[src/rtl/modemHostPkg.sv]
package modemHostPkg;
  localparam logic [3:0] CODE_NULL  = 4'd0;
  localparam logic [3:0] CODE_HEAD  = 4'd1;
  localparam logic [3:0] CODE_BLOCK = 4'd2;
  localparam logic [3:0] CODE_QUAD  = 4'd3;
  localparam logic [3:0] CODE_ONE   = 4'd4;
  localparam logic [3:0] CODE_SCRAM = 4'd5;
  localparam logic [3:0] CODE_RESET = 4'd8;

  typedef enum logic [2:0] {
    ST_IDLE,
    ST_WAITROOM,
    ST_SEND,
    ST_RXBUSY,
    ST_FINISH
  } ctlState_t;

  typedef struct packed {
    logic storeByte;
    logic advanceRd;
    logic clearPtrs;
  } bufStrobes_t;
endpackage

[src/rtl/modemHostData.sv]
module modemHostData
  import modemHostPkg::*;
#(
  parameter int DEPTH = 18,
  parameter int CNT_W = 5
) (
  input  logic             clk,
  input  logic             rstN,
  input  bufStrobes_t      strobes,
  input  logic [7:0]       bufWrData,
  output logic [CNT_W-1:0] rdIdx,
  output logic [7:0]       dnData
);
  localparam int IDX_W = (DEPTH > 1) ? $clog2(DEPTH) : 1;

  logic [7:0]       mem [DEPTH];
  logic [CNT_W-1:0] wrPtr;
  logic [CNT_W-1:0] rdPtr;
  logic             wrRoom;

  assign wrRoom = (32'(wrPtr) < 32'(DEPTH));

  always_ff @(posedge clk) begin
    if (strobes.storeByte && wrRoom) mem[wrPtr[IDX_W-1:0]] <= bufWrData;
  end

  always_ff @(posedge clk) begin
    if (!rstN || strobes.clearPtrs) begin
      wrPtr <= '0;
      rdPtr <= '0;
    end else begin
      if (strobes.storeByte && wrRoom) wrPtr <= wrPtr + 1'b1;
      if (strobes.advanceRd) rdPtr <= rdPtr + 1'b1;
    end
  end

  assign rdIdx  = rdPtr;
  assign dnData = (32'(rdPtr) < 32'(DEPTH)) ? mem[rdPtr[IDX_W-1:0]] : 8'h00;

  // the control never advances the read pointer past the stored block
  a_r4_rd_in_range: assert property (@(posedge clk) disable iff (!rstN)
    strobes.advanceRd |-> (32'(rdPtr) < 32'(DEPTH)));
endmodule

[src/rtl/modemHostCtrl.sv]
module modemHostCtrl
  import modemHostPkg::*;
#(
  parameter int BLOCK_LEN = 18,
  parameter int CNT_W     = 5,
  parameter int ROOM_W    = 8
) (
  input  logic              clk,
  input  logic              rstN,
  input  logic              modeTx,
  input  logic              irqEnable,
  input  logic              cmdWrEn,
  input  logic [3:0]        cmdTask,
  input  logic              bufWrEn,
  input  logic              statusRd,
  input  logic              rxDone,
  input  logic              dnIdle,
  input  logic [ROOM_W-1:0] dnRoom,
  input  logic              dnReady,
  input  logic [CNT_W-1:0]  rdIdx,
  output bufStrobes_t       strobes,
  output logic              dnValid,
  output logic              bufFree,
  output logic              irqFlag,
  output logic              errFlag,
  output logic              irqN,
  output logic              taskGo,
  output logic [3:0]        taskOp
);
  ctlState_t        state;
  logic [CNT_W-1:0] lenReg;
  logic             resetCmd, isTask, accept, busyErr, roomOk, lastByte;

  function automatic logic [CNT_W-1:0] taskLen(input logic [3:0] code);
    case (code)
      CODE_HEAD:  taskLen = CNT_W'(7);
      CODE_BLOCK: taskLen = CNT_W'(BLOCK_LEN);
      CODE_QUAD:  taskLen = CNT_W'(4);
      CODE_ONE:   taskLen = CNT_W'(1);
      default:    taskLen = '0;
    endcase
  endfunction

  assign resetCmd = cmdWrEn && (cmdTask == CODE_RESET);
  assign isTask   = (cmdTask >= CODE_HEAD) && (cmdTask <= CODE_SCRAM);
  assign accept   = cmdWrEn && isTask && bufFree;
  assign busyErr  = !bufFree && ((cmdWrEn && !resetCmd) || bufWrEn);
  assign roomOk   = dnIdle || (32'(dnRoom) >= 32'(lenReg));
  assign lastByte = (rdIdx == lenReg - 1'b1);

  always_ff @(posedge clk) begin
    if (!rstN || resetCmd) begin
      state   <= ST_IDLE;
      bufFree <= 1'b1;
      irqFlag <= 1'b0;
      errFlag <= 1'b0;
      lenReg  <= '0;
      taskGo  <= 1'b0;
      taskOp  <= '0;
    end else begin
      taskGo <= 1'b0;
      if (busyErr) errFlag <= 1'b1;
      if (statusRd) irqFlag <= 1'b0;
      case (state)
        ST_IDLE: if (accept) begin
          bufFree <= 1'b0;
          taskGo  <= 1'b1;
          taskOp  <= {modeTx, cmdTask[2:0]};
          if (!modeTx) state <= ST_RXBUSY;
          else if (cmdTask == CODE_SCRAM) state <= ST_FINISH;
          else begin
            lenReg <= taskLen(cmdTask);
            state  <= ST_WAITROOM;
          end
        end
        ST_WAITROOM: if (roomOk) state <= ST_SEND;
        ST_SEND:     if (dnReady && lastByte) state <= ST_FINISH;
        ST_RXBUSY:   if (rxDone) state <= ST_FINISH;
        ST_FINISH: begin
          bufFree <= 1'b1;
          irqFlag <= 1'b1;
          state   <= ST_IDLE;
        end
        default: state <= ST_IDLE;
      endcase
    end
  end

  assign dnValid           = (state == ST_SEND);
  assign strobes.storeByte = bufWrEn && bufFree && !resetCmd;
  assign strobes.advanceRd = dnValid && dnReady;
  assign strobes.clearPtrs = resetCmd || (state == ST_FINISH);
  assign irqN              = !(irqFlag && irqEnable);

  // acceptance hands the buffer to the modem on the next cycle
  a_r3_accept_busy: assert property (@(posedge clk) disable iff (!rstN)
    accept && !resetCmd |=> !bufFree);
  // a stream only starts with room or an idle transmitter
  a_r5_start_gated: assert property (@(posedge clk) disable iff (!rstN)
    (state == ST_WAITROOM) && !roomOk && !resetCmd |=> !dnValid);
  // a stalled byte stays offered
  a_r6_hold_valid: assert property (@(posedge clk) disable iff (!rstN)
    dnValid && !dnReady && !resetCmd |=> dnValid);
  // a completion that is not a RESET always raises the interrupt flag
  a_r6_done_irq: assert property (@(posedge clk) disable iff (!rstN)
    $rose(bufFree) && !$past(resetCmd) |-> irqFlag);
  // the error flag is sticky
  a_r10_err_sticky: assert property (@(posedge clk) disable iff (!rstN)
    errFlag && !resetCmd |=> errFlag);
  // nothing is stored while the modem owns the buffer
  a_r10_no_store_busy: assert property (@(posedge clk) disable iff (!rstN)
    strobes.storeByte |-> bufFree);
endmodule

[src/rtl/modemHostCtl.sv]
module modemHostCtl
  import modemHostPkg::*;
#(
  parameter int BLOCK_LEN = 18,
  parameter int ROOM_W    = 8
) (
  input  logic              clk,
  input  logic              rstN,
  input  logic              modeTx,
  input  logic              irqEnable,
  input  logic              cmdWrEn,
  input  logic [3:0]        cmdTask,
  input  logic              bufWrEn,
  input  logic [7:0]        bufWrData,
  input  logic              statusRd,
  input  logic              rxDone,
  input  logic              dnIdle,
  input  logic [ROOM_W-1:0] dnRoom,
  input  logic              dnReady,
  output logic              dnValid,
  output logic [7:0]        dnData,
  output logic              bufFree,
  output logic              irqFlag,
  output logic              errFlag,
  output logic              irqN,
  output logic              taskGo,
  output logic [3:0]        taskOp
);
  localparam int DEPTH = (BLOCK_LEN > 7) ? BLOCK_LEN : 7;
  localparam int CNT_W = $clog2(DEPTH + 1);

  bufStrobes_t      strobes;
  logic [CNT_W-1:0] rdIdx;

  modemHostCtrl #(.BLOCK_LEN(BLOCK_LEN), .CNT_W(CNT_W), .ROOM_W(ROOM_W)) ctrl_i (
    .clk(clk), .rstN(rstN), .modeTx(modeTx), .irqEnable(irqEnable),
    .cmdWrEn(cmdWrEn), .cmdTask(cmdTask), .bufWrEn(bufWrEn),
    .statusRd(statusRd), .rxDone(rxDone), .dnIdle(dnIdle), .dnRoom(dnRoom),
    .dnReady(dnReady), .rdIdx(rdIdx), .strobes(strobes), .dnValid(dnValid),
    .bufFree(bufFree), .irqFlag(irqFlag), .errFlag(errFlag), .irqN(irqN),
    .taskGo(taskGo), .taskOp(taskOp)
  );

  modemHostData #(.DEPTH(DEPTH), .CNT_W(CNT_W)) data_i (
    .clk(clk), .rstN(rstN), .strobes(strobes), .bufWrData(bufWrData),
    .rdIdx(rdIdx), .dnData(dnData)
  );

  // the offered byte does not change during a stall
  a_r6_hold_data: assert property (@(posedge clk) disable iff (!rstN)
    dnValid && !dnReady && !(cmdWrEn && cmdTask == CODE_RESET) |=> $stable(dnData));
endmodule

[config.mk]
export PLATFORM = sky130hd
export DESIGN_NAME = modemHostCtl
export DESIGN_NICKNAME = d
export VERILOG_FILES = /design/src/rtl/modemHostPkg.sv /design/src/rtl/modemHostData.sv /design/src/rtl/modemHostCtrl.sv /design/src/rtl/modemHostCtl.sv
export SDC_FILE = /design/constraint.sdc
export NUM_CORES = 1
export LEC_CHECK = 0
export ABC_AREA = 1
export BUFFER_PORTS_ARGS = -buffer_cell sky130_fd_sc_hd__buf_2
export CAP_MARGIN = 20
export CELL_PAD_IN_SITES_DETAIL_PLACEMENT = 0
export CELL_PAD_IN_SITES_GLOBAL_PLACEMENT = 1
export CORE_ASPECT_RATIO = 1.25
export CORE_MARGIN = 3
export CORE_UTILIZATION = 50
export DETAILED_ROUTE_END_ITERATION = 10
export PLACE_DENSITY = 0.78
export SYNTH_ARGS = -nofsm -noshare
export SYNTH_HDL_FRONTEND = slang
export SYNTH_SLANG_ARGS = --single-unit
[constraint.sdc]
create_clock -name clk -period 3.2 [get_ports clk]
set_input_delay 0.32 -clock clk [delete_from_list [all_inputs] [get_ports clk]]
set_output_delay 0.32 -clock clk [all_outputs]
set_load 0.02 [all_outputs]
Word level (Yosys, flattened, before mapping)
Memories as Yosys holds them, arrays and structs flattened. A register that Yosys moved wholly into a read port is not among the register bits.
Index checks and enable logic that the tools add are counted.
{"block": "word_totals", "n_memories": 1, "reg_bits": 26, "ram_bits": 144}
{"memory": "data_i.mem", "depth": 18, "width": 8, "rd": 1, "rd_clocked_by_memory_dff": 1, "wr": 1, "line": "modemHostData.sv:16", "source": "logic [7:0] mem [DEPTH];"}
{"block": "op_classes", "bitwise_logic": 2, "reduce_logical": 29, "eq_ne": 15, "muxes": 18, "n_lt_le_gt_ge": 5, "addsub": 3}
{"op": "$pmux W5 S4", "n": 1}
{"op": "$mux W3", "n": 6}
{"op": "$logic_and A1 B1 Y1", "n": 12}
{"op": "$pmux W3 S4", "n": 1}
{"op": "$add A5 B1 Y5 const B", "n": 2}
{"op": "$lt A5 B5 Y1 const B", "n": 2}
{"op": "$mux W5", "n": 2}
{"op": "$eq A4 B2 Y1 const B", "n": 2}
{"op": "$eq A4 B3 Y1 const B", "n": 2}
{"op": "$ge A8 B5 Y1", "n": 1}
{"op": "$mux W8", "n": 1}
{"op": "$reduce_and A4 Y1", "n": 2}
{"op": "$eq A3 B2 Y1 const B", "n": 2}
{"op": "$mux W1", "n": 6}
{"op": "$eq A5 B5 Y1", "n": 1}
{"op": "$logic_or A1 B1 Y1", "n": 5}
{"op": "$sub A5 B1 Y5 const B", "n": 1}
{"op": "$eq A4 B1 Y1 const B", "n": 1}
{"op": "$eq A4 B4 Y1 const B", "n": 1}
{"op": "$ge A4 B1 Y1 const B", "n": 1}
{"op": "$le A4 B3 Y1 const B", "n": 1}
{"op": "$logic_not A1 Y1", "n": 4}
{"op": "$ne A2 B1 Y1 const B", "n": 2}
{"op": "$ne A2 B2 Y1 const B", "n": 2}
{"op": "other kinds (8)", "n": 11}

Logic depth before layout (Yosys ltp)
{"block": "depth", "depth_word": 7, "ltp_mapped": 14, "ltp_nobuf": 14}

Modules after synthesis
From an unflattened synthesis, not the netlist that was laid out.
{"block": "hier_totals", "hier_cells": 836, "area_unflattened_um2": 7972.6}
{"module": "modemHostData", "instances": 1, "area_per_inst_um2": 6930.4, "cells_each": 675, "seq_area_each_um2": 4624.4}
{"module": "modemHostCtrl", "instances": 1, "area_per_inst_um2": 1042.2, "cells_each": 161, "seq_area_each_um2": 300.3}

Least setup slack after synthesis
OpenSTA, ideal clock, no wires.
{"block": "synth_path", "kind": "register -> register", "start": "reg ctrl_i.bufFree", "end": "mem data_i.mem[12][0] (enable)", "path_buffers": 0, "setup_slack_ns": 1.517, "stages_incl_launch_ff": 7, "arrival_time_ns": 1.313, "setup_time_ns": 0.370, "path_cell_list": "dfxtp_1 > nand2_1 > inv_1 > nand3_2 > inv_2 > nand2_1 > nor2_1"}
{"block": "synth_between", "elab_chain_len": 5}
{"item": "start: declaration", "line": "modemHostCtrl.sv:23", "source": "output logic bufFree,"}
{"item": "start signal: assignment", "line": "modemHostCtrl.sv:54", "source": "bufFree <= 1'b1;"}
{"item": "start signal: assignment", "line": "modemHostCtrl.sv:66", "source": "bufFree <= 1'b0;"}
{"item": "start signal: assignment", "line": "modemHostCtrl.sv:80", "source": "bufFree <= 1'b1;"}
{"item": "$logic_and A1 B1 Y1 (2 in a row)", "line": "modemHostCtrl.sv:90", "source": "assign strobes.storeByte = bufWrEn && bufFree && !resetCmd;"}
{"item": "$logic_and A1 B1 Y1", "line": "modemHostData.sv:24", "source": "if (strobes.storeByte && wrRoom) mem[wrPtr[IDX_W-1:0]] <= bufWrData;"}
{"item": "$mux W1", "line": "modemHostData.sv:24"}
{"item": "$mux W1 (not written as such)", "line": "modemHostData.sv:24"}
{"item": "end: declaration", "line": "modemHostData.sv:16"}
No other way between the ends.

==> reports/qor.yml <==
outcome:
  status: "finished, final reports clean"
pwr:
  powerDensity_nw_per_um2: 631
  p_clk_share_pct: 35.9
  worst_ir_drop_vdd_uv: 405
  p_sw_share_pct: 26.7
  p_seq_share_pct: 48.6
  pwr-share-comb_pct: 15.5
  power.switching_w: 0.00141
  intPower_w: 0.00388
  power.total_w: 0.00530
  leakage_nw: 3.12
detailed_routing:
  drt_iter0_markers: 413
  wl_mm: 17.2
  drtPass1Iterations: 5
  vias_per_cell: 5.57
  antenna_left: 0
  route.detailed.drc: 0
  dr_total_vias: 5172
  wl_per_cell_um: 18.5
logic_synthesis:
  synth_top_cell_by_area: "edfxtp_1"
  synth_edf_count: 144
  synth_nets: 733
  async_flop_share_pct: 0
  syn_area_sq_um: 7500
  synthDistinctLibCells: 36
  syn_area_per_cell_sq_um: 10.8
  ys_seq_elements: 174
  yosysWarnings: 0
  syn_inst: 692
  synth_top_area_share_pct: 57.7
  synthFlopType: "edfxtp_1"
  seq_area_frac_synth_pct: 65.7
  yosys-top-cells-area: "edfxtp_1 (58%), dfxtp_1 (8.0%), nor2_1 (7.1%), nand3_1 (3.4%), o21ai_0 (3.4%)"
die:
  num_io_pins: 48
  die_w_um: 116
  start_util_pct: 51.6
  coreArea_sq_um: 14500
  die_h_um: 143
  rows: 49
  dieArea_sq_um: 16500
clock_tree:
  htreeDepth: 4
  clock-root-buffer: "clkbuf_16"
  holdBufCountCts: 0
  clk_path_buf_depth: 2
  cts_resized: 0
  cts.sinks: 174
  clock_latency_ns: 0.43
  post_cts_buffers: 0
  cts_buffers: 17
  cts_tree: "done"
  clk_pin_slew_worst_paths_ns: 0.06
placement:
  placed_cells: 896
  port-buffer-count: 47
  dp_hpwl_mm: 11.8
  gp_congestion: 0.808
sta:
  finalMaxSlewViolations: 0
  fin_skew_ns: 0.00827
  relSlewSlack_pct: 36.3
  final_hold_viol_count: 0
  setup_tns_ns: 0
  fin_hold_ws_ns: 0.189
  clock.fmax_ghz: 0.362
  period_needed_ns: 2.76
  setup_viol: 0
  fin_crit_sh_pct: 86.3
  rsz0062_at_grt: "false"
  worstMarginPinSlew_ns: 0.952
critical_path:
  r2r_end: "data_i.mem[16][0]$_DFFE_PP_"
  cp_num_buf_inv: 3
  crit_family: "simple AND/OR/NAND/NOR gates"
  reg2regPathDepth: 7
  cp_num_cells: 10
  max_stage_delay_ns: 0.53
  cp.arrival_ns: 2.44
  worstPathMaxFanout: 26
  crit_top_cell: "nand3_1"
  rr_startpoint: "data_i.wrPtr[1]$_SDFFE_PP0P_"
  cp.required_ns: 2.88
  reg2reg_slack_ns: 1.05
  start_kind: "register"
  critical_path_class: "register to output port"
  path_cells: "buf_4 -> nor2_1 -> nor2_1 -> o21ai_1 -> nand3_1 -> nand3_1 -> nand3_1 -> nand3_1 -> inv_1 -> buf_2"
  endpoint_kind: "output port"
  cp-endpoint: "dnData[1]"
  slowest_stage: "dfxtp_2"
layout:
  filler_cell_count: 1263
  area_growth_syn_to_layout_pct: 11.9
  drive_gt1_share_pct: 15.1
  antennaDiodeCount: 0
  fin_util_pct: 57.8
  final_cells: 928
  fin_nets: 778
min_path:
  hold_path_depth: 4
  hp-start: "statusRd"
  hp-class: "primary input to register"
grt:
  grt_pass1_vias: 5128
  grt_remaining_overflow: 0
  track_usage_pct: 22.1
  grt_max_degree: 65
  antenna_found_initial: 0
  grt_pass1_wl_mm: 27.0
flow_run:
  maxCapViolCount: 0
==> placed cells by master, fill, tap and decap left out, drive strengths merged, types with 6 or more instances in the layout <==
master / count
inv: 65
o211ai: 24
nand4: 6
o21ai: 84
clkbuf: 26
nor3: 10
clkinv: 6
edfxtp: 144
ha: 11
buf: 52
nand2: 60
nand3: 54
nor2: 146
a21oi: 28
dfxtp: 30
==> worst min-delay path: cells and delay by family <==
kind                   cells  cell delay [ns]
AOI/OAI and AO/OA          1             0.05
buffers and inverters      2             0.13
and+or+nand+nor            1             0.07
==> state kept, by name (all words and copies together), names as in the netlist, 3 cells and up, named ones only <==
signal,count
data_i.wrPtr,5
data_i.mem,144
ctrl_i.taskOp,4
data_i.rdIdx,5
ctrl_i.state,3
ctrl_i.lenReg,4
==> cell families after synthesis <==
kind of cell | share of synthesized area, %
compound gates | 10.3
xor+xnor | 0.117
fa+ha+maj | 1.84
buf+inv | 5.41
flops | 65.7
simple gates | 16.7
==> metrics by stage <==
step,area (sq um),setup slack (ns)
floorplan,7500,1.52
global placement,7840,0.896
detailed placement,7840,0.900
CTS,8390,0.424
global route,8390,0.239
finish,8390,0.438
==> layout make-up <==
type	count	area (sq um)	area share, %
Sequential cell	174	4930	58.7
Clock buffer	26	520	6.20
Tap cell	178	223	2.65
Timing Repair Buffer	52	273	3.25
Multi-Input combinational cell	426	2170	25.8
Inverter	66	251	3.00
Clock inverter	6	31.3	0.373
==> routing by layer <==
metal	vias to the layer above	routed length [um]	GRT usage, %
li1	2492	-	-
met1	2477	6710	26.0
met2	166	8980	38.9
met3	37	899	4.41
met4	0	559	10.3
met5	-	0	0
==> how the worst min path moves through the flow <==
| stage | end | slack [ns] |
|---|---|---|
| final | ctrl_i.irqFlag$_SDFFE_PP0P_ | 0.19 |
| after global routing | ctrl_i.irqFlag$_SDFFE_PP0P_ | 0.20 |
| after CTS | ctrl_i.irqFlag$_SDFFE_PP0P_ | 0.17 |
| after detailed placement | ctrl_i.taskOp[3]$_SDFFE_PP0P_ | 0.45 |
| after global placement | ctrl_i.taskOp[3]$_SDFFE_PP0P_ | 0.45 |
| after floorplan | data_i.mem[0][0]$_DFFE_PP_ | 0.42 |
==> power groups by stage <==
stage / sequential [W] / clock [W] / combinational [W]
2_1_floorplan: 0.00261 / 0 / 0.000600
3_3_place_gp: 0.00262 / 0 / 0.000808
3_5_place_dp: 0.00262 / 0 / 0.000823
4_1_cts: 0.00258 / 0.00193 / 0.000827
5_1_grt: 0.00258 / 0.00201 / 0.000927
6_report: 0.00258 / 0.00190 / 0.000821
==> Yosys cell counts (2+ instances only) <==
library cell and n:
inv_2 7, nand3_1 51, a21oi_2 2, nand2_2 8
buf_2 9, ha_1 11, buf_1 2, inv_1 57
a21oi_1 25, nand2_1 51, buf_4 10, edfxtp_1 144
o21ai_0 51, clkbuf_1 4, nand4_1 5, dfxtp_1 30
o211ai_1 24, o21ai_1 33, nand3_2 2, nor2_4 2
nor2_1 142, nor3_1 8
Power figures use the tool's default switching activity.
